### config.mk
export PLATFORM = sky130hd
export DESIGN_NAME = esa_top
export DESIGN_NICKNAME = d
export VERILOG_FILES = /design/src/rtl/esa_pkg.sv /design/src/rtl/esa_flag_bank.sv /design/src/rtl/esa_lowest_enc.sv /design/src/rtl/esa_pin_latch.sv /design/src/rtl/esa_top.sv
export SDC_FILE = /design/constraint.sdc
export NUM_CORES = 1
export LEC_CHECK = 0
export BUFFER_PORTS_ARGS = -buffer_cell sky130_fd_sc_hd__clkbuf_2
export CAP_MARGIN = 10
export CELL_PAD_IN_SITES_DETAIL_PLACEMENT = 1
export CELL_PAD_IN_SITES_GLOBAL_PLACEMENT = 1
export CORE_UTILIZATION = 48
export DETAILED_ROUTE_END_ITERATION = 8
export PLACE_DENSITY_LB_ADDON = 0.1
export RECOVER_POWER = 50
export SYNTH_ARGS = -nofsm -noshare
export SYNTH_HDL_FRONTEND = slang
export SYNTH_SLANG_ARGS = --single-unit
### constraint.sdc
create_clock -name clk -period 5.2 [get_ports clk]
set_input_delay 1.04 -clock clk [delete_from_list [all_inputs] [get_ports clk]]
set_output_delay 1.04 -clock clk [all_outputs]
set_load 0.05 [all_outputs]
### src/rtl/esa_pkg.sv
package esa_pkg;

   // Word addresses of the register bus
   typedef enum logic [3:0] {
      A_G1L   = 4'd0,
      A_G1H   = 4'd1,
      A_G2    = 4'd2,
      A_G3    = 4'd3,
      A_SHD   = 4'd4,
      A_PIN   = 4'd5,
      A_IEL   = 4'd6,
      A_IEH   = 4'd7,
      A_PEL   = 4'd8,
      A_PEH   = 4'd9,
      A_KEY   = 4'd10,
      A_OFFHI = 4'd11,
      A_OFFLO = 4'd12,
      A_FORCE = 4'd13
   } esa_addr_e;

endpackage

### src/rtl/esa_flag_bank.sv
module esa_flag_bank #(
   parameter int unsigned W          = 32,
   parameter bit          WARM_CLEAR = 1'b0
) (
   input  logic         clk,
   input  logic         por_n,
   input  logic         warm_n,
   input  logic [W-1:0] set_i,
   input  logic [W-1:0] clr_i,
   output logic [W-1:0] flags_o
);

   logic [W-1:0] flags_q;
   logic [W-1:0] flags_d;

   // a set in the same cycle as a clear keeps the flag
   assign flags_d = (flags_q & ~clr_i) | set_i;

   generate
      if (WARM_CLEAR) begin : g_warm_domain
         always_ff @(posedge clk or negedge por_n) begin
            if (!por_n)       flags_q <= '0;
            else if (!warm_n) flags_q <= '0;
            else              flags_q <= flags_d;
         end
         AST_WARM_CLEARS: assert property (@(posedge clk) disable iff (!por_n)
            !warm_n |=> (flags_q == '0));
      end else begin : g_por_domain
         always_ff @(posedge clk or negedge por_n) begin
            if (!por_n) flags_q <= '0;
            else        flags_q <= flags_d;
         end
      end
   endgenerate

   assign flags_o = flags_q;

   AST_FLAG_SETS: assert property (@(posedge clk) disable iff (!por_n)
      ((|set_i) && (warm_n || !WARM_CLEAR)) |=> (($past(set_i) & ~flags_q) == '0));

   AST_FLAG_STICKY: assert property (@(posedge clk) disable iff (!por_n)
      (warm_n || !WARM_CLEAR) |=> ((($past(flags_q) & ~$past(clr_i)) & ~flags_q) == '0));

   AST_FLAG_CLEARS: assert property (@(posedge clk) disable iff (!por_n)
      (|(clr_i & ~set_i)) |=> (($past(clr_i & ~set_i) & flags_q) == '0));

endmodule

### src/rtl/esa_lowest_enc.sv
module esa_lowest_enc #(
   parameter int unsigned W  = 32,
   parameter int unsigned CW = $clog2(W + 1)
) (
   input  logic [W-1:0]  vec_i,
   output logic [CW-1:0] code_o
);

   initial begin
      if (CW < $clog2(W + 1)) $error("esa_lowest_enc: code width too small");
   end

   always_comb begin
      code_o = '0;
      for (int i = W - 1; i >= 0; i--) begin
         if (vec_i[i]) code_o = CW'(i + 1);
      end
   end

   always_comb begin
      if (vec_i == '0) AST_ENC_EMPTY: assert (code_o == '0);
      if (vec_i[0])    AST_ENC_FIRST: assert (code_o == CW'(1));
   end

endmodule

### src/rtl/esa_pin_latch.sv
module esa_pin_latch (
   input  logic clk,
   input  logic por_n,
   input  logic trig_i,
   input  logic rel_i,
   output logic latched_o
);

   logic latched_q;

   // not in the warm reset domain: the level survives warm reset
   always_ff @(posedge clk or negedge por_n) begin
      if (!por_n) latched_q <= 1'b0;
      else        latched_q <= trig_i | (latched_q & ~rel_i);
   end

   assign latched_o = latched_q;

   AST_PIN_HOLDS: assert property (@(posedge clk) disable iff (!por_n)
      (latched_q && !rel_i) |=> latched_q);

   AST_PIN_RELEASES: assert property (@(posedge clk) disable iff (!por_n)
      (rel_i && !trig_i) |=> !latched_q);

   AST_PIN_TRIPS: assert property (@(posedge clk) disable iff (!por_n)
      trig_i |=> latched_q);

endmodule

### src/rtl/esa_top.sv
module esa_top
   import esa_pkg::*;
#(
   parameter int unsigned DW      = 32,
   parameter int unsigned G1_W    = 64,
   parameter int unsigned G2_W    = 32,
   parameter int unsigned G3_W    = 32,
   parameter int unsigned KEY_W   = 4,
   parameter logic [3:0]  KEY_REL = 4'h5
) (
   input  logic            clk,
   input  logic            por_n,
   input  logic            warm_n,
   input  logic [G1_W-1:0] evt_g1,
   input  logic [G2_W-1:0] evt_g2,
   input  logic [G3_W-1:0] evt_g3,
   input  logic            bus_sel,
   input  logic            bus_wr,
   input  logic [3:0]      bus_addr,
   input  logic [DW-1:0]   bus_wdata,
   output logic [DW-1:0]   bus_rdata,
   output logic            irq_hi,
   output logic            irq_lo,
   output logic            err_pin,
   output logic            err_pin_oe
);

   localparam int unsigned G1C_W = $clog2(G1_W + 1);
   localparam int unsigned G2C_W = $clog2(G2_W + 1);

   generate
      if (G1_W != 2 * DW) begin : g_bad_g1
         $error("esa_top: group 1 must span exactly two bus words");
      end
      if (G2_W > DW || G3_W > DW) begin : g_bad_g23
         $error("esa_top: group 2 and group 3 must fit one bus word");
      end
      if (KEY_W > DW || KEY_W > 4 || KEY_W == 0) begin : g_bad_key
         $error("esa_top: key width out of range");
      end
   endgenerate

   // Bus decode
   logic wr_en, rd_en, rd_hi, rel_key, force_err;
   assign wr_en     = bus_sel & bus_wr & warm_n;
   assign rd_en     = bus_sel & ~bus_wr & warm_n;
   assign rd_hi     = rd_en & (bus_addr == A_OFFHI);
   assign rel_key   = wr_en & (bus_addr == A_KEY) & (bus_wdata[KEY_W-1:0] == KEY_REL[KEY_W-1:0]);
   assign force_err = wr_en & (bus_addr == A_FORCE) & bus_wdata[0];

   // Configuration registers (warm reset domain)
   logic [G1_W-1:0]  ien_q, pen_q;
   logic [KEY_W-1:0] key_q;

   always_ff @(posedge clk or negedge por_n) begin
      if (!por_n) begin
         ien_q <= '0;
         pen_q <= '0;
         key_q <= '0;
      end else if (!warm_n) begin
         ien_q <= '0;
         pen_q <= '0;
         key_q <= '0;
      end else if (wr_en) begin
         case (bus_addr)
            A_IEL:   ien_q[DW-1:0]    <= bus_wdata;
            A_IEH:   ien_q[G1_W-1:DW] <= bus_wdata;
            A_PEL:   pen_q[DW-1:0]    <= bus_wdata;
            A_PEH:   pen_q[G1_W-1:DW] <= bus_wdata;
            A_KEY:   key_q            <= bus_wdata[KEY_W-1:0];
            default: ;
         endcase
      end
   end

   // Flag banks
   logic [G1_W-1:0] g1_q, clr_g1;
   logic [G2_W-1:0] g2_q, shd_q, clr_g2;
   logic [G3_W-1:0] g3_q;
   logic [G1C_W-1:0] lo_code;
   logic [G2C_W-1:0] hi_code;

   assign clr_g1[DW-1:0]    = (wr_en && bus_addr == A_G1L) ? bus_wdata : '0;
   assign clr_g1[G1_W-1:DW] = (wr_en && bus_addr == A_G1H) ? bus_wdata : '0;

   generate
      for (genvar i = 0; i < G2_W; i++) begin : g_hi_clr
         assign clr_g2[i] = rd_hi & (hi_code == G2C_W'(i + 1));
      end
   endgenerate

   esa_flag_bank #(.W(G1_W), .WARM_CLEAR(1'b0)) u_g1 (
      .clk(clk), .por_n(por_n), .warm_n(warm_n),
      .set_i(evt_g1), .clr_i(clr_g1), .flags_o(g1_q));

   esa_flag_bank #(.W(G2_W), .WARM_CLEAR(1'b1)) u_g2 (
      .clk(clk), .por_n(por_n), .warm_n(warm_n),
      .set_i(evt_g2), .clr_i(clr_g2), .flags_o(g2_q));

   esa_flag_bank #(.W(G2_W), .WARM_CLEAR(1'b0)) u_shadow (
      .clk(clk), .por_n(por_n), .warm_n(warm_n),
      .set_i(evt_g2), .clr_i({G2_W{1'b0}}), .flags_o(shd_q));

   esa_flag_bank #(.W(G3_W), .WARM_CLEAR(1'b0)) u_g3 (
      .clk(clk), .por_n(por_n), .warm_n(warm_n),
      .set_i(evt_g3), .clr_i({G3_W{1'b0}}), .flags_o(g3_q));

   // Offset encoders
   esa_lowest_enc #(.W(G2_W), .CW(G2C_W)) u_enc_hi (.vec_i(g2_q), .code_o(hi_code));
   esa_lowest_enc #(.W(G1_W), .CW(G1C_W)) u_enc_lo (.vec_i(g1_q), .code_o(lo_code));

   // Error output
   logic pin_trip, pin_low;
   assign pin_trip = (|(evt_g1 & pen_q)) | (|evt_g2) | (|evt_g3) | force_err;

   esa_pin_latch u_pin (
      .clk(clk), .por_n(por_n), .trig_i(pin_trip), .rel_i(rel_key), .latched_o(pin_low));

   assign err_pin    = ~pin_low;
   assign err_pin_oe = por_n;

   // Interrupts
   assign irq_lo = |(g1_q & ien_q);
   assign irq_hi = |g2_q;

   // Read mux
   always_comb begin
      bus_rdata = '0;
      if (bus_sel && !bus_wr) begin
         case (bus_addr)
            A_G1L:   bus_rdata = g1_q[DW-1:0];
            A_G1H:   bus_rdata = g1_q[G1_W-1:DW];
            A_G2:    bus_rdata = DW'(g2_q);
            A_G3:    bus_rdata = DW'(g3_q);
            A_SHD:   bus_rdata = DW'(shd_q);
            A_PIN:   bus_rdata = DW'(err_pin);
            A_IEL:   bus_rdata = ien_q[DW-1:0];
            A_IEH:   bus_rdata = ien_q[G1_W-1:DW];
            A_PEL:   bus_rdata = pen_q[DW-1:0];
            A_PEH:   bus_rdata = pen_q[G1_W-1:DW];
            A_KEY:   bus_rdata = DW'(key_q);
            A_OFFHI: bus_rdata = DW'(hi_code);
            A_OFFLO: bus_rdata = DW'(lo_code);
            default: bus_rdata = '0;
         endcase
      end
   end

   AST_SHADOW_COVERS: assert property (@(posedge clk) disable iff (!por_n)
      ((g2_q & ~shd_q) == '0));

   AST_SHADOW_KEEPS: assert property (@(posedge clk) disable iff (!por_n)
      1'b1 |=> (($past(shd_q) & ~shd_q) == '0));

   AST_G1_WARM_KEEPS: assert property (@(posedge clk) disable iff (!por_n)
      (!warm_n && evt_g1 == '0) |=> (g1_q == $past(g1_q)));

   AST_PIN_WARM_KEEPS: assert property (@(posedge clk) disable iff (!por_n)
      (!warm_n && !pin_trip) |=> (err_pin == $past(err_pin)));

endmodule

After elaboration in Yosys (flattened, before gate mapping)
Index checks and enable logic that the tools add are counted.
{"block": "classes", "n_bitwise": 59, "mux": 112, "n_eq_ne": 52, "n_reduce_logical": 15}
{"operator": "2-to-1 mux 7 bit", "n": 64}
{"operator": "case mux 32 bit (13 select lines)", "n": 1}
{"operator": "2-to-1 mux 32 bit", "n": 8}
{"operator": "2-to-1 mux 64 bit", "n": 4}
{"operator": "AND 64 bit", "n": 3}
{"operator": "2-to-1 mux 6 bit", "n": 32}
{"operator": "OR reduction 64 bit", "n": 2}
{"operator": "== test 6 x 5 -> 1 bit (second input constant)", "n": 16}
{"operator": "OR 32 bit", "n": 3}
{"operator": "OR reduction 32 bit", "n": 3}
{"operator": "NOT 64 bit", "n": 1}
{"operator": "OR 64 bit", "n": 1}
{"operator": "== test 6 x 4 -> 1 bit (second input constant)", "n": 8}
{"operator": "AND 1 bit", "n": 42}
{"operator": "AND 32 bit", "n": 1}
{"operator": "NOT 32 bit", "n": 1}
{"operator": "== test 4 bit (second input constant)", "n": 6}
{"operator": "== test 6 x 3 -> 1 bit (second input constant)", "n": 4}
{"operator": "== test 4 x 3 -> 1 bit (second input constant)", "n": 5}
{"operator": "== test 6 x 2 -> 1 bit (second input constant)", "n": 2}
{"operator": "2-to-1 mux 4 bit", "n": 3}
{"operator": "inequality test 2 x 1 -> 1 bit (second input constant)", "n": 6}
{"operator": "AND reduction 2 bit", "n": 5}
{"operator": "== test 4 x 2 -> 1 bit (second input constant)", "n": 2}
{"operator": "other kinds (8)", "n": 15}
{"block": "totals", "output_inout_bits": 36, "wordCells": 248, "regBits": 293}

Depth between registers and ports, before layout
{"block": "logic_depth", "depth_word": 66, "depth_mapped": 10, "ltp_nobuf": 6}

By module
A second synthesis with hierarchy kept.
{"block": "hier_totals", "hier_cells": 1792, "area_unflattened_um2": 16159.2}
{"mod": "esa_top", "cells_per_inst": 1096, "instances": 1, "area_each_um2": 9062.4, "seq_area_each_um2": 3303.2}
{"mod": "esa_flag_bank (u_g1)", "cells_per_inst": 192, "instances": 1, "area_each_um2": 2322.2, "seq_area_each_um2": 1601.5}
{"mod": "esa_flag_bank (u_g3 ...)", "cells_per_inst": 96, "instances": 2, "area_each_um2": 1161.1, "seq_area_each_um2": 800.8}
{"mod": "esa_flag_bank (u_g2)", "cells_per_inst": 99, "instances": 1, "area_each_um2": 1275.0, "seq_area_each_um2": 800.8}
{"mod": "esa_lowest_enc (u_enc_lo)", "cells_per_inst": 141, "instances": 1, "area_each_um2": 780.7, "seq_area_each_um2": 0.0}
{"mod": "esa_lowest_enc (u_enc_hi)", "cells_per_inst": 69, "instances": 1, "area_each_um2": 360.3, "seq_area_each_um2": 0.0}
{"mod": "esa_pin_latch", "cells_per_inst": 3, "instances": 1, "area_each_um2": 36.3, "seq_area_each_um2": 25.0}

Worst setup path before layout
No wires, ideal clock.
{"block": "synth_timing", "path_kind": "input-to-output", "from": "input bus_addr[3]", "to": "output bus_rdata[17]", "path_buffers": 3, "required_ns": 4.160, "arrival_time_ns": 3.185, "setup_slack_ns": 0.975, "stages": 6, "cell_sequence": "buf_2 > nor4b_1 > clkbuf_1 > clkbuf_1 > a222oi_1 > a31oi_1"}
{"block": "synth_via", "elab_chain_len": 3, "elab_cells_between_ends": 15, "classes_between": "12 x eq/ne; 2 x mux; 1 x reduce/logical"}
{"element": "start: declaration", "line": "esa_top.sv:19", "text": "input logic [3:0] bus_addr,"}
{"element": "== test 4 bit, or another cell as far along", "line": "esa_top.sv:130", "text": "case (bus_addr)"}
{"element": "case mux 32 bit (13 select lines) (*)", "line": "esa_top.sv:130"}
{"element": "2-to-1 mux 32 bit (*)", "line": "esa_top.sv:129", "text": "if (bus_sel && !bus_wr) begin"}
{"element": "end: declaration", "line": "esa_top.sv:21", "text": "output logic [DW-1:0] bus_rdata,"}
Every way passes the cells marked *; elsewhere a longest branch is shown, timed or not.

Worst setup path after layout
{"block": "layout_timing", "from": "input bus_addr[0]", "to": "output bus_rdata[5]"}
The elaborated chain is that of the path after synthesis.

==> impl_metrics.csv <==
group,metric,value,unit
job,cap_viol_max_count,3,
timing,finalCriticalPeriod,4.88,ns
floorplan,core,31600,um2
pwr,pwr_density_cell,301,nW/um2
drt,first_pass_iters,7,
global_route,grt_overflow,0,
worst_setup_path,cp.required,4.16,ns
finish,mostFrequentLayoutCell,"nand2_1",
floorplan,die_height,181,um
synth,synth_enable_flop_cells,0,
clock_tree,cts_buffer_depth,3,
synth,synth_flop_cell,"dfrtp_1",
worst_setup_path,slowest_delay,0.70,ns
worst_setup_path,cp_slowest_cell,"nor2b_2",
synth,synthTopCellsByArea,"dfrtp_1 48%, nand2_1 8.4%, a21boi_0 5.6%",
drt,vias,16400,
drt,drt_iter0_drc,2415,
synth,ys_seq_area_frac,0.477,
outcome,violations,"max-capacitance violations, max-slew violations",
timing,worst_pin_slew,2.06,ns
drt,drcViolationCount,0,
timing,period_share,0.938,
floorplan,fp.dieW,181,um
placed_design,hpwl,57400,um
finish,n_fill_cell,3680,
pwr,power,5.40,mW
clock_tree,cts-root-buf,"clkbuf_16",
synth,ys_ff_latch,293,
global_route,groute.usage.overall,0.481,
placed_design,portBuffers,204,
timing,fmax,205,MHz
timing,rsz0062_at_grt,"no",
worst_setup_path,setup.worst_path.class,"primary input to output port",
worst_setup_path,crit_chain,"clkbuf_2, nor2b_1, nor2b_2, buf_4, a221oi_1, nand4_1, a31oi_1, a21oi_1, clkbuf_2",
timing,drv_slew,228,
timing,setup_violations,0,
finish,multi_input_area,7580,um2
outcome,status,"finished, violations left",
clock_tree,post_cts_buffers,0,
finish,nNetsFinal,2017,
drt,viasPerCell,7.19,
global_route,grt_pass1_wl,114000,um
global_route,antenna_found_initial,5,
worst_setup_path,worstSetupEndpointType,"output port",
worst_hold_path,hold_class,"primary input to asynchronous set/reset pin",
clock_tree,cts_buffers,35,
synth,syn_avg_cell_area,9.21,um2
floorplan,rows,65,
timing,slew_headroom,-0.374,
finish,regArea,7330,um2
synth,syn-num-nets,1838,
floorplan,start_util,0.487,
synth,ys_types,69,
synth,synth_top_area_cell,"dfrtp_1",
clock_tree,cts_tree,"done",
pwr,p_leak,6.58,nW
pwr,ir_worst_vdd,0.209,mV
clock_tree,post_cts_resized,0,
drt,wirelength,78800,um
synth,synth.yosys.warnings,0,
drt,wl_per_cell,34.6,um
synth,synth_area,15400,um2
synth,syn-instance-count,1669,
timing,skew,0.00812,ns
timing,finalHoldViolCount,0,
global_route,grt_max_degree,117,
clock_tree,insertion_delay,0.52,ns
synth,synthArstFlopShare,1.00,
clock_tree,holdBufCountCts,0,
worst_setup_path,crit_arrival,3.84,ns
synth,synthDominantCellAreaShare,0.477,
worst_setup_path,critPathMostFrequentCell,"clkbuf_2",
worst_setup_path,cp-start-kind,"primary input",
timing,tns,0,ns
clock_tree,cts.sinks,293,
drt,ant_nets,0,
finish,final_layout_size_suffix_gt1_frac,0.179,
global_route,grt_pass1_vias,16300,
finish,final_cell_mix,"346 x nand2_1, 293 x dfrtp_1, 144 x clkbuf_2",
clock_tree,clk_pin_slew,0.06,ns
placed_design,gp_congestion,1.03,
finish,synthToLayoutAreaGrowth,16.8,%
worst_setup_path,cp_max_fo,16,
clock_tree,htree_levels,2,
floorplan,ios,205,
floorplan,die_area,32700,um2
registers in the layout, summed over array words and instances (netlist names):
signal	cells
key_q	4
ien_q	64
u_shadow.flags_o	32
u_g1.flags_o	64
u_g2.flags_o	32
u_g3.flags_o	32
pen_q	64
u_pin.latched_o	1
kinds of logic (layout without fill, tap and decap cells):
| group | Yosys count | count (layout) | share of synthesized area |
|---|---|---|---|
| muxes | 7 | 7 | 0.00472 |
| and+or+nand+nor | 669 | 669 | 0.211 |
| other | 0 | 3 | 0 |
| buffers and inverters | 131 | 334 | 0.0339 |
| DFF | 293 | 293 | 0.477 |
| AOI/OAI and AO/OA | 569 | 569 | 0.274 |
power breakdown:
part	switching (mW)	total, mW	internal [mW]	leakage, nW
Clock	1.03	2.48	1.45	0.557
Combinational	0.386	0.543	0.158	2.65
Sequential	0.0705	2.38	2.31	3.37
layer usage:
layer / part of all wire / track usage / vias up
met2: 0.42 / 0.702 / 1305
met5: 0.00020 / 0 / -
li1: - / - / 6513
met3: 0.13 / 0.126 / 254
met4: 0.061 / 0.255 / 2
met1: 0.38 / 0.657 / 8297
metrics by stage:
stage | area [um2] | instances | util | hold WS, ns | setup slack (ns)
3_3_place_gp | 16900 | 2213 | 0.535 | 0.450 | 0.603
2_1_floorplan | 15400 | 1669 | - | 0.433 | 0.975
6_report | 18000 | 2277 | 0.569 | 0.478 | 0.320
5_1_grt | 17900 | 2274 | 0.569 | 0.495 | 0.305
3_5_place_dp | 16900 | 2213 | 0.535 | 0.452 | 0.492
4_1_cts | 18000 | 2274 | 0.571 | 0.477 | 0.509
cells in the mapped netlist, types with 4 or more instances:
master	n
mux2i_1	5
nor2b_1	23
a22oi_1	86
buf_2	12
nand2_1	346
a21o_1	64
a2111oi_0	6
nor3_1	29
a21oi_1	59
or3_1	8
a21boi_1	15
a22o_1	38
nand3_1	15
a221oi_1	37
and3_1	23
o211ai_1	7
o2111ai_1	4
or4_1	5
o31ai_1	5
nor4_1	40
a222oi_1	27
clkbuf_1	80
dfrtp_1	293
or2_2	68
inv_1	32
a31oi_1	24
nor2_1	54
o311ai_0	5
buf_4	4
a211oi_1	8
nand2b_1	12
a21boi_0	115
o21ai_0	41
nand4_1	20
critical path: cells and delay by family:
family	cells	cell delay [ns]
AND/OR/NAND/NOR	3	1.30
buffers and inverters	3	1.00
AO/OA/AOI/OAI	3	0.48
layout make-up:
cell class | instances | area share
antenna | 3 | 0.000418
clock buffer | 46 | 0.0555
clock inverter | 15 | 0.00815
inverter | 32 | 0.00669
multi-input combinational | 1245 | 0.422
sequential | 293 | 0.408
tap | 402 | 0.0280
timing repair buffer | 241 | 0.0705
path summary, 6_finish.rpt:
path                                startpoint                   to  slack, ns  cells after the start
max reg2reg                   u_g2.flags_o[23]     u_g2.flags_o[18]       2.01                      6
min                                      por_n     u_g3.flags_o[31]       0.48                      1
min in group clk           u_shadow.flags_o[3]  u_shadow.flags_o[3]       0.48                      1
min reg2reg                u_shadow.flags_o[3]  u_shadow.flags_o[3]       0.48                      1
max in group asynchronous                por_n     u_g1.flags_o[24]       2.23                      2
max                                bus_addr[0]         bus_rdata[5]       0.32                      9
Note: power is estimated with default switching activity, not from simulation.
